$ cat src/rtl/icx_err_pkg.sv
package icx_err_pkg;

    localparam int CSR_W     = 32;
    localparam int VALID_BIT = 31;
    localparam int SRC_LSB   = 18;

    typedef enum logic [2:0] {
        W_DETECT  = 3'd0,
        W_DISABLE = 3'd1,
        W_INTEN   = 3'd2,
        W_ATTR    = 3'd3,
        W_ADDRHI  = 3'd4,
        W_ADDRLO  = 3'd5,
        W_ATTR2   = 3'd6
    } csr_word_e;

    typedef struct packed {
        logic det_w1c;
        logic dis_wr;
        logic inten_wr;
    } csr_wr_t;

    function automatic csr_wr_t decode_write(input logic we, input logic [4:0] addr);
        csr_wr_t w;
        w = '0;
        if (we && addr[1:0] == 2'b00) begin
            case (csr_word_e'(addr[4:2]))
                W_DETECT:  w.det_w1c  = 1'b1;
                W_DISABLE: w.dis_wr   = 1'b1;
                W_INTEN:   w.inten_wr = 1'b1;
                default:   w = '0;
            endcase
        end
        return w;
    endfunction

endpackage

$ cat src/rtl/icx_err_prio.sv
module icx_err_prio #(
    parameter int NK = 4,
    parameter int AW = 40,
    parameter int SW = 8,
    parameter int TW = 5
) (
    input  logic [NK-1:0]    live,
    input  logic [NK*AW-1:0] lane_addr,
    input  logic [NK*SW-1:0] lane_src,
    input  logic [NK*TW-1:0] lane_ctype,
    output logic             found,
    output logic [NK-1:0]    sel,
    output logic [AW-1:0]    pick_addr,
    output logic [SW-1:0]    pick_src,
    output logic [TW-1:0]    pick_ctype
);
    logic [AW-1:0] m_addr  [NK];
    logic [SW-1:0] m_src   [NK];
    logic [TW-1:0] m_ctype [NK];

    always_comb begin
        logic seen;
        seen = 1'b0;
        for (int i = 0; i < NK; i++) begin
            sel[i] = live[i] & ~seen;
            seen   = seen | live[i];
        end
    end

    assign found = |live;

    for (genvar g = 0; g < NK; g++) begin : g_lane
        assign m_addr[g]  = {AW{sel[g]}} & lane_addr[g*AW +: AW];
        assign m_src[g]   = {SW{sel[g]}} & lane_src[g*SW +: SW];
        assign m_ctype[g] = {TW{sel[g]}} & lane_ctype[g*TW +: TW];
    end

    always_comb begin
        pick_addr  = '0;
        pick_src   = '0;
        pick_ctype = '0;
        for (int i = 0; i < NK; i++) begin
            pick_addr  = pick_addr  | m_addr[i];
            pick_src   = pick_src   | m_src[i];
            pick_ctype = pick_ctype | m_ctype[i];
        end
    end

endmodule

$ cat src/rtl/icx_err_regs.sv
module icx_err_regs
    import icx_err_pkg::*;
#(
    parameter int NK = 4,
    parameter int AW = 40,
    parameter int SW = 8,
    parameter int TW = 5
) (
    input  logic          clk,
    input  logic          rst,
    input  logic [NK-1:0] live,
    input  csr_wr_t       wr,
    input  logic [NK-1:0] wr_bits,
    input  logic          wr_valid_bit,
    input  logic          found,
    input  logic [NK-1:0] sel,
    input  logic [AW-1:0] pick_addr,
    input  logic [SW-1:0] pick_src,
    input  logic [TW-1:0] pick_ctype,
    output logic [NK-1:0] det_q,
    output logic [NK-1:0] dis_q,
    output logic [NK-1:0] inten_q,
    output logic          cap_valid,
    output logic [AW-1:0] cap_addr,
    output logic [SW-1:0] cap_src,
    output logic [TW-1:0] cap_ctype,
    output logic [NK-1:0] cap_lane
);
    logic [NK-1:0] clr_bits;
    logic          clr_valid;
    logic          open;

    assign clr_bits  = wr.det_w1c ? wr_bits : '0;
    assign clr_valid = wr.det_w1c & wr_valid_bit;
    assign open      = ~cap_valid | clr_valid;

    always_ff @(posedge clk) begin
        if (rst) begin
            det_q   <= '0;
            dis_q   <= '0;
            inten_q <= '0;
        end else begin
            det_q <= (det_q & ~clr_bits) | live;
            if (wr.dis_wr)   dis_q   <= wr_bits;
            if (wr.inten_wr) inten_q <= wr_bits;
        end
    end

    always_ff @(posedge clk) begin
        if (rst) begin
            cap_valid <= 1'b0;
            cap_addr  <= '0;
            cap_src   <= '0;
            cap_ctype <= '0;
            cap_lane  <= '0;
        end else if (open && found) begin
            cap_valid <= 1'b1;
            cap_addr  <= pick_addr;
            cap_src   <= pick_src;
            cap_ctype <= pick_ctype;
            cap_lane  <= sel;
        end else if (clr_valid) begin
            cap_valid <= 1'b0;
        end
    end

endmodule

$ cat src/rtl/icx_err_rdmux.sv
module icx_err_rdmux
    import icx_err_pkg::*;
#(
    parameter int NK = 4,
    parameter int AW = 40,
    parameter int SW = 8,
    parameter int TW = 5
) (
    input  logic [4:0]       addr,
    input  logic [NK-1:0]    det_q,
    input  logic [NK-1:0]    dis_q,
    input  logic [NK-1:0]    inten_q,
    input  logic             cap_valid,
    input  logic [AW-1:0]    cap_addr,
    input  logic [SW-1:0]    cap_src,
    input  logic [TW-1:0]    cap_ctype,
    input  logic [NK-1:0]    cap_lane,
    output logic [CSR_W-1:0] rdata
);
    localparam int HI_W = AW - 32;
    localparam int CT_TOP = VALID_BIT - 1;

    always_comb begin
        rdata = '0;
        if (addr[1:0] == 2'b00) begin
            case (csr_word_e'(addr[4:2]))
                W_DETECT: begin
                    rdata[NK-1:0]        = det_q;
                    rdata[CT_TOP -: TW]  = cap_ctype;
                    rdata[VALID_BIT]     = cap_valid;
                end
                W_DISABLE: rdata[NK-1:0]            = dis_q;
                W_INTEN:   rdata[NK-1:0]            = inten_q;
                W_ATTR:    rdata[SRC_LSB +: SW]     = cap_src;
                W_ADDRHI:  rdata[HI_W-1:0]          = cap_addr[AW-1:32];
                W_ADDRLO:  rdata                    = cap_addr[31:0];
                W_ATTR2:   rdata[NK-1:0]            = cap_lane;
                default:   rdata = '0;
            endcase
        end
    end

endmodule

$ cat src/rtl/icx_err_capture.sv
module icx_err_capture
    import icx_err_pkg::*;
#(
    parameter int NK = 4,
    parameter int AW = 40,
    parameter int SW = 8,
    parameter int TW = 5
) (
    input  logic             clk,
    input  logic             rst,
    input  logic [NK-1:0]    ev_hit,
    input  logic [NK*AW-1:0] ev_addr,
    input  logic [NK*SW-1:0] ev_src,
    input  logic [NK*TW-1:0] ev_ctype,
    input  logic [4:0]       csr_addr,
    input  logic             csr_we,
    input  logic [CSR_W-1:0] csr_wdata,
    output logic [CSR_W-1:0] csr_rdata,
    output logic             err_irq
);
    logic [NK-1:0] det_q, dis_q, inten_q, cap_lane, sel, live;
    logic          cap_valid, found;
    logic [AW-1:0] cap_addr, pick_addr;
    logic [SW-1:0] cap_src, pick_src;
    logic [TW-1:0] cap_ctype, pick_ctype;
    csr_wr_t       wr;

    assign wr   = decode_write(csr_we, csr_addr);
    assign live = ev_hit & ~dis_q;

    icx_err_prio #(.NK(NK), .AW(AW), .SW(SW), .TW(TW)) prio_i (
        .live       (live),
        .lane_addr  (ev_addr),
        .lane_src   (ev_src),
        .lane_ctype (ev_ctype),
        .found      (found),
        .sel        (sel),
        .pick_addr  (pick_addr),
        .pick_src   (pick_src),
        .pick_ctype (pick_ctype)
    );

    icx_err_regs #(.NK(NK), .AW(AW), .SW(SW), .TW(TW)) regs_i (
        .clk          (clk),
        .rst          (rst),
        .live         (live),
        .wr           (wr),
        .wr_bits      (csr_wdata[NK-1:0]),
        .wr_valid_bit (csr_wdata[VALID_BIT]),
        .found        (found),
        .sel          (sel),
        .pick_addr    (pick_addr),
        .pick_src     (pick_src),
        .pick_ctype   (pick_ctype),
        .det_q        (det_q),
        .dis_q        (dis_q),
        .inten_q      (inten_q),
        .cap_valid    (cap_valid),
        .cap_addr     (cap_addr),
        .cap_src      (cap_src),
        .cap_ctype    (cap_ctype),
        .cap_lane     (cap_lane)
    );

    icx_err_rdmux #(.NK(NK), .AW(AW), .SW(SW), .TW(TW)) rdmux_i (
        .addr      (csr_addr),
        .det_q     (det_q),
        .dis_q     (dis_q),
        .inten_q   (inten_q),
        .cap_valid (cap_valid),
        .cap_addr  (cap_addr),
        .cap_src   (cap_src),
        .cap_ctype (cap_ctype),
        .cap_lane  (cap_lane),
        .rdata     (csr_rdata)
    );

    assign err_irq = |(det_q & inten_q);

endmodule

$ cat config.mk
export PLATFORM = sky130hd
export DESIGN_NAME = icx_err_capture
export DESIGN_NICKNAME = d
export VERILOG_FILES = /design/src/rtl/icx_err_pkg.sv /design/src/rtl/icx_err_prio.sv /design/src/rtl/icx_err_regs.sv /design/src/rtl/icx_err_rdmux.sv /design/src/rtl/icx_err_capture.sv
export SDC_FILE = /design/constraint.sdc
export NUM_CORES = 1
export LEC_CHECK = 0
export BUFFER_PORTS_ARGS = -buffer_cell sky130_fd_sc_hd__buf_2
export CAP_MARGIN = 10
export CORE_ASPECT_RATIO = 0.6
export CORE_MARGIN = 10
export CORE_UTILIZATION = 46
export CTS_BUF_LIST = sky130_fd_sc_hd__clkbuf_8
export CTS_CLUSTER_DIAMETER = 200
export DETAILED_ROUTE_END_ITERATION = 6
export PLACE_DENSITY = 0.95
export SKIP_CTS_REPAIR_TIMING = 1
export SLEW_MARGIN = 20
export SYNTH_ARGS = -nofsm -noshare
export SYNTH_HDL_FRONTEND = slang
export SYNTH_SLANG_ARGS = --single-unit
$ cat constraint.sdc
create_clock -name clk -period 3 [get_ports clk]
set_input_delay 0.15 -clock clk [delete_from_list [all_inputs] [get_ports clk]]
set_output_delay 0.15 -clock clk [all_outputs]
set_load 0.01 [all_outputs]
==> impl_results.rst <==
.. list-table::
   :header-rows: 1

   * - Metric
     - Value
   * - Outcome
     - complete, but fails checks
   * - Violated checks
     - design-rule violations
   * - Flop2flop setup slack
     - 580 ps
   * - RSZ-0062 raised after global routing
     - false
   * - Clock slew at the register clock pins of the worst setup and hold paths
     - about 70 ps
   * - Portion of synthesized cell area occupied by the leading cell type
     - 34.2%
   * - Total power consumption of the routed design
     - 2.50 mW
   * - CTS tree
     - done
   * - Max VDD drop
     - 0.225 mV
   * - Portion of the post-synthesis area used by sequential elements
     - 34.2%
   * - Largest net degree at the start of global routing
     - 60
   * - Worst-case headroom to the max-slew limit
     - ~47%
   * - Estimated wirelength of the detail-placed design
     - 14000 um
   * - Combined global-route utilization of all metal layers
     - 25.8%
   * - Max_cap viols
     - 0
   * - Clock latency at the later pin of the worst-skew pair
     - 350 ps
   * - Post-Synthesis Cells
     - 482
   * - Post-route minimum period
     - 2420 ps
   * - Via count
     - 5258
   * - #FFs+latches synth
     - 70
   * - Endpoint arrival time on the critical path
     - 2660 ps
   * - Net Switching
     - 0.674 mW
   * - Commonest cells post-synth
     - 70 x dfxtp_1, 62 x nand2_1, 58 x a21oi_1, 53 x a222oi_1, 53 x a311oi_1
   * - Kind of path behind the tightest hold check
     - in2reg
   * - Leak
     - 2.44 nW
   * - Number of iterations in the first detailed-routing pass
     - 7
   * - Initial cell density of the core
     - 47.7%
   * - Boundary pin count
     - 289
   * - Share of final-layout standard cells stronger than drive strength 1
     - 43.7%
   * - Last weighted congestion value of the routability-driven placer
     - 0.941
   * - Number of buffers on the longest clock path
     - 2
   * - CP Class
     - reg2reg
   * - Count leader, synth
     - dfxtp_1
   * - Fraction of the mapped netlist area in compound gates
     - between 30% and 40%
   * - TritonCTS Buffers
     - 9
   * - Number of design-rule violations left by the first detailed-router iteration
     - 713
   * - Fraction of power spent switching nets
     - 27.0%
   * - Number of DRC violations after detailed routing
     - 14
   * - Biggest area contributors in the synthesized netlist
     - dfxtp_1 34%, a222oi_1 13%, a311oi_1 11%
   * - Endpoint required time on the critical path
     - 3240 ps
   * - Clock net sink count
     - 70
   * - Overflow after GRT
     - 0
   * - Fin Hold WS
     - about 53 ps
   * - Max Slew Vio Count
     - 0
   * - Part of the total power dissipated in the clock network
     - 37.2%
   * - H-tree depth
     - 3
   * - Basic-gate share of the synthesized area counting and, or, nand and nor cells
     - between 15 and 20%
   * - Achievable clock frequency
     - 413 MHz
   * - Multiplexer area fraction after synthesis
     - 4.86%
   * - Total of warnings raised by yosys
     - 0
   * - Transition time at the pin with the least slew margin
     - 792 ps
   * - Multi-input gate area in the final layout
     - approximately 0.0025 mm2
   * - CP startpoint kind
     - flip-flop
   * - Biggest area consumer among synthesized cells
     - dfxtp_1
   * - Standard-cell row count
     - 26
   * - Global-route wire length before repair
     - about 28000 um
   * - FF+latch area
     - 0.00140 mm2
   * - Final net count
     - 970
   * - Utilization after layout
     - approximately 66%
   * - Detailed-route wire length
     - 18300 um
   * - Final setup skew
     - between 10 and 15 ps
   * - Floorplan die height
     - 93.1 um
   * - Post-Syn Area
     - 0.00409 mm2
   * - Main synth FF type
     - dfxtp_1
   * - Die W
     - around 140 um
   * - Ratio of final minimum period to clock period
     - ~80%
   * - Mean number of vias per cell
     - 6.32
   * - Area added between synthesis and finish
     - 39.1%
   * - Syn avg cell area
     - 8.49 um2
   * - Number of setup violations in the final report
     - 0
   * - Post-synthesis net count
     - ~740
   * - Largest family of logic cells by synthesized area
     - compound AO/OA/AOI/OAI gates
   * - Number of endpoints with negative hold slack in the final report
     - 0
   * - Max Fanout on Critical Path
     - 35
   * - Routed wire length per instance
     - 22.0 um
   * - Logic gate share of total power
     - a little over a fifth
   * - Count of port buffers added during placement
     - 261
   * - Number of synthesized flops with an enable pin
     - 0
   * - Critical Path End Type
     - flip-flop
   * - Cell-internal power
     - 1.82 mW
   * - Die Area
     - about 0.013 mm2
   * - Via count of the first global-routing pass
     - between 5k and 6k
   * - Share of async-settable or async-resettable flops after synthesis
     - 0%
   * - Xor-xnor portion of the synthesized cell area
     - 0%
   * - Antenna viol nets, final
     - 0
   * - Post-route setup TNS
     - 0 ps
   * - Filler Cells Inserted
     - around 730
   * - Pwr dens
     - 438 mW/mm2
   * - Number of antenna violations at the first check in global routing
     - 1
   * - Clk Tree Root Cell
     - clkbuf_8
   * - Core area
     - between 0.008 and 0.009 mm2
   * - Number of distinct library cells after synthesis
     - 40
   * - Share of total power in sequential cells
     - 41.8%
   * - Synth Area in Adders
     - 0%
[metrics by stage]
step                std cells  instance area (um2)  setup WS, ps
finish                    832                 5690           578
global route              832                 5690           392
CTS                       831                 5690           608
detailed placement        815                 5440           634
global placement          815                 5440           768
floorplan                 482                 4090          1370
[state kept, by name, summed over array words and instances, names as in the netlist]
name              count
regs_i.dis_q          4
regs_i.cap_valid      1
regs_i.cap_src        8
regs_i.inten_q        4
regs_i.cap_addr      40
regs_i.det_q          4
regs_i.cap_ctype      5
regs_i.cap_lane       4
[critical path, stage by stage, from the launching register on]
cell and delay (ps):
dfxtp_1 330, nand2b_1 260, nor3_4 720, buf_4 500
a222oi_1 170, a311oi_1 320
[routing by layer]
layer / share of wire (%) / global-route usage [%]
met1: 38 / 30.8
met2: 46 / 40.9
met3: 14 / 11.2
met4: 1.8 / 8.56
met5: 0 / 0
[layout make-up]
| cell class | instances | share of cell area [%] |
|---|---|---|
| flip-flops and latches | 70 | 24.6 |
| multi-input cells | 358 | 43.8 |
| well taps | 112 | 2.46 |
| clock buffers | 10 | 2.42 |
| diodes | 1 | 0.0440 |
| repair buffers | 275 | 24.8 |
| clock inverters | 6 | 1.91 |
[power by group through the flow]
stage                     Clock (mW)  Combinational (mW)  Sequential [mW]
final                          0.928               0.525             1.04
after global routing           0.992               0.571             1.05
after CTS                      0.949               0.517             1.04
after global placement             0               0.495             1.06
after floorplan                    0               0.287             1.05
after detailed placement           0               0.513             1.06
[logic make-up after synthesis]
family,after synthesis
flip-flops,70
AND/OR/NAND/NOR,137
buffers and inverters,54
multiplexers,17
AO/OA/AOI/OAI,204
[path summary, 6_finish.rpt]
kind / start / end / cells past startpoint
setup / recovery: regs_i.dis_q[2]$_SDFFE_PP0P_ / regs_i.cap_addr[3]$_SDFFE_PP0P_ / 5
setup reg to reg: regs_i.dis_q[2]$_SDFFE_PP0P_ / regs_i.cap_addr[3]$_SDFFE_PP0P_ / 5
hold / removal: csr_wdata[0] / regs_i.det_q[0]$_SDFF_PP0_ / 2
hold reg to reg: regs_i.cap_lane[1]$_SDFFE_PP0P_ / regs_i.cap_lane[1]$_SDFFE_PP0P_ / 2
[placed cells by master (no fill, tap or decap), drive strengths merged, types with 4 or more instances in the layout]
| master | n |
|---|---|
| mux2i | 12 |
| a311oi | 57 |
| nor2 | 34 |
| nand2 | 62 |
| and2 | 13 |
| dfxtp | 70 |
| a222oi | 53 |
| a21oi | 62 |
| o21ai | 8 |
| buf | 275 |
| nand2b | 4 |
| a22oi | 18 |
| nor2b | 7 |
| nand3 | 4 |
| clkbuf | 10 |
Power figures use the tool's default switching activity.
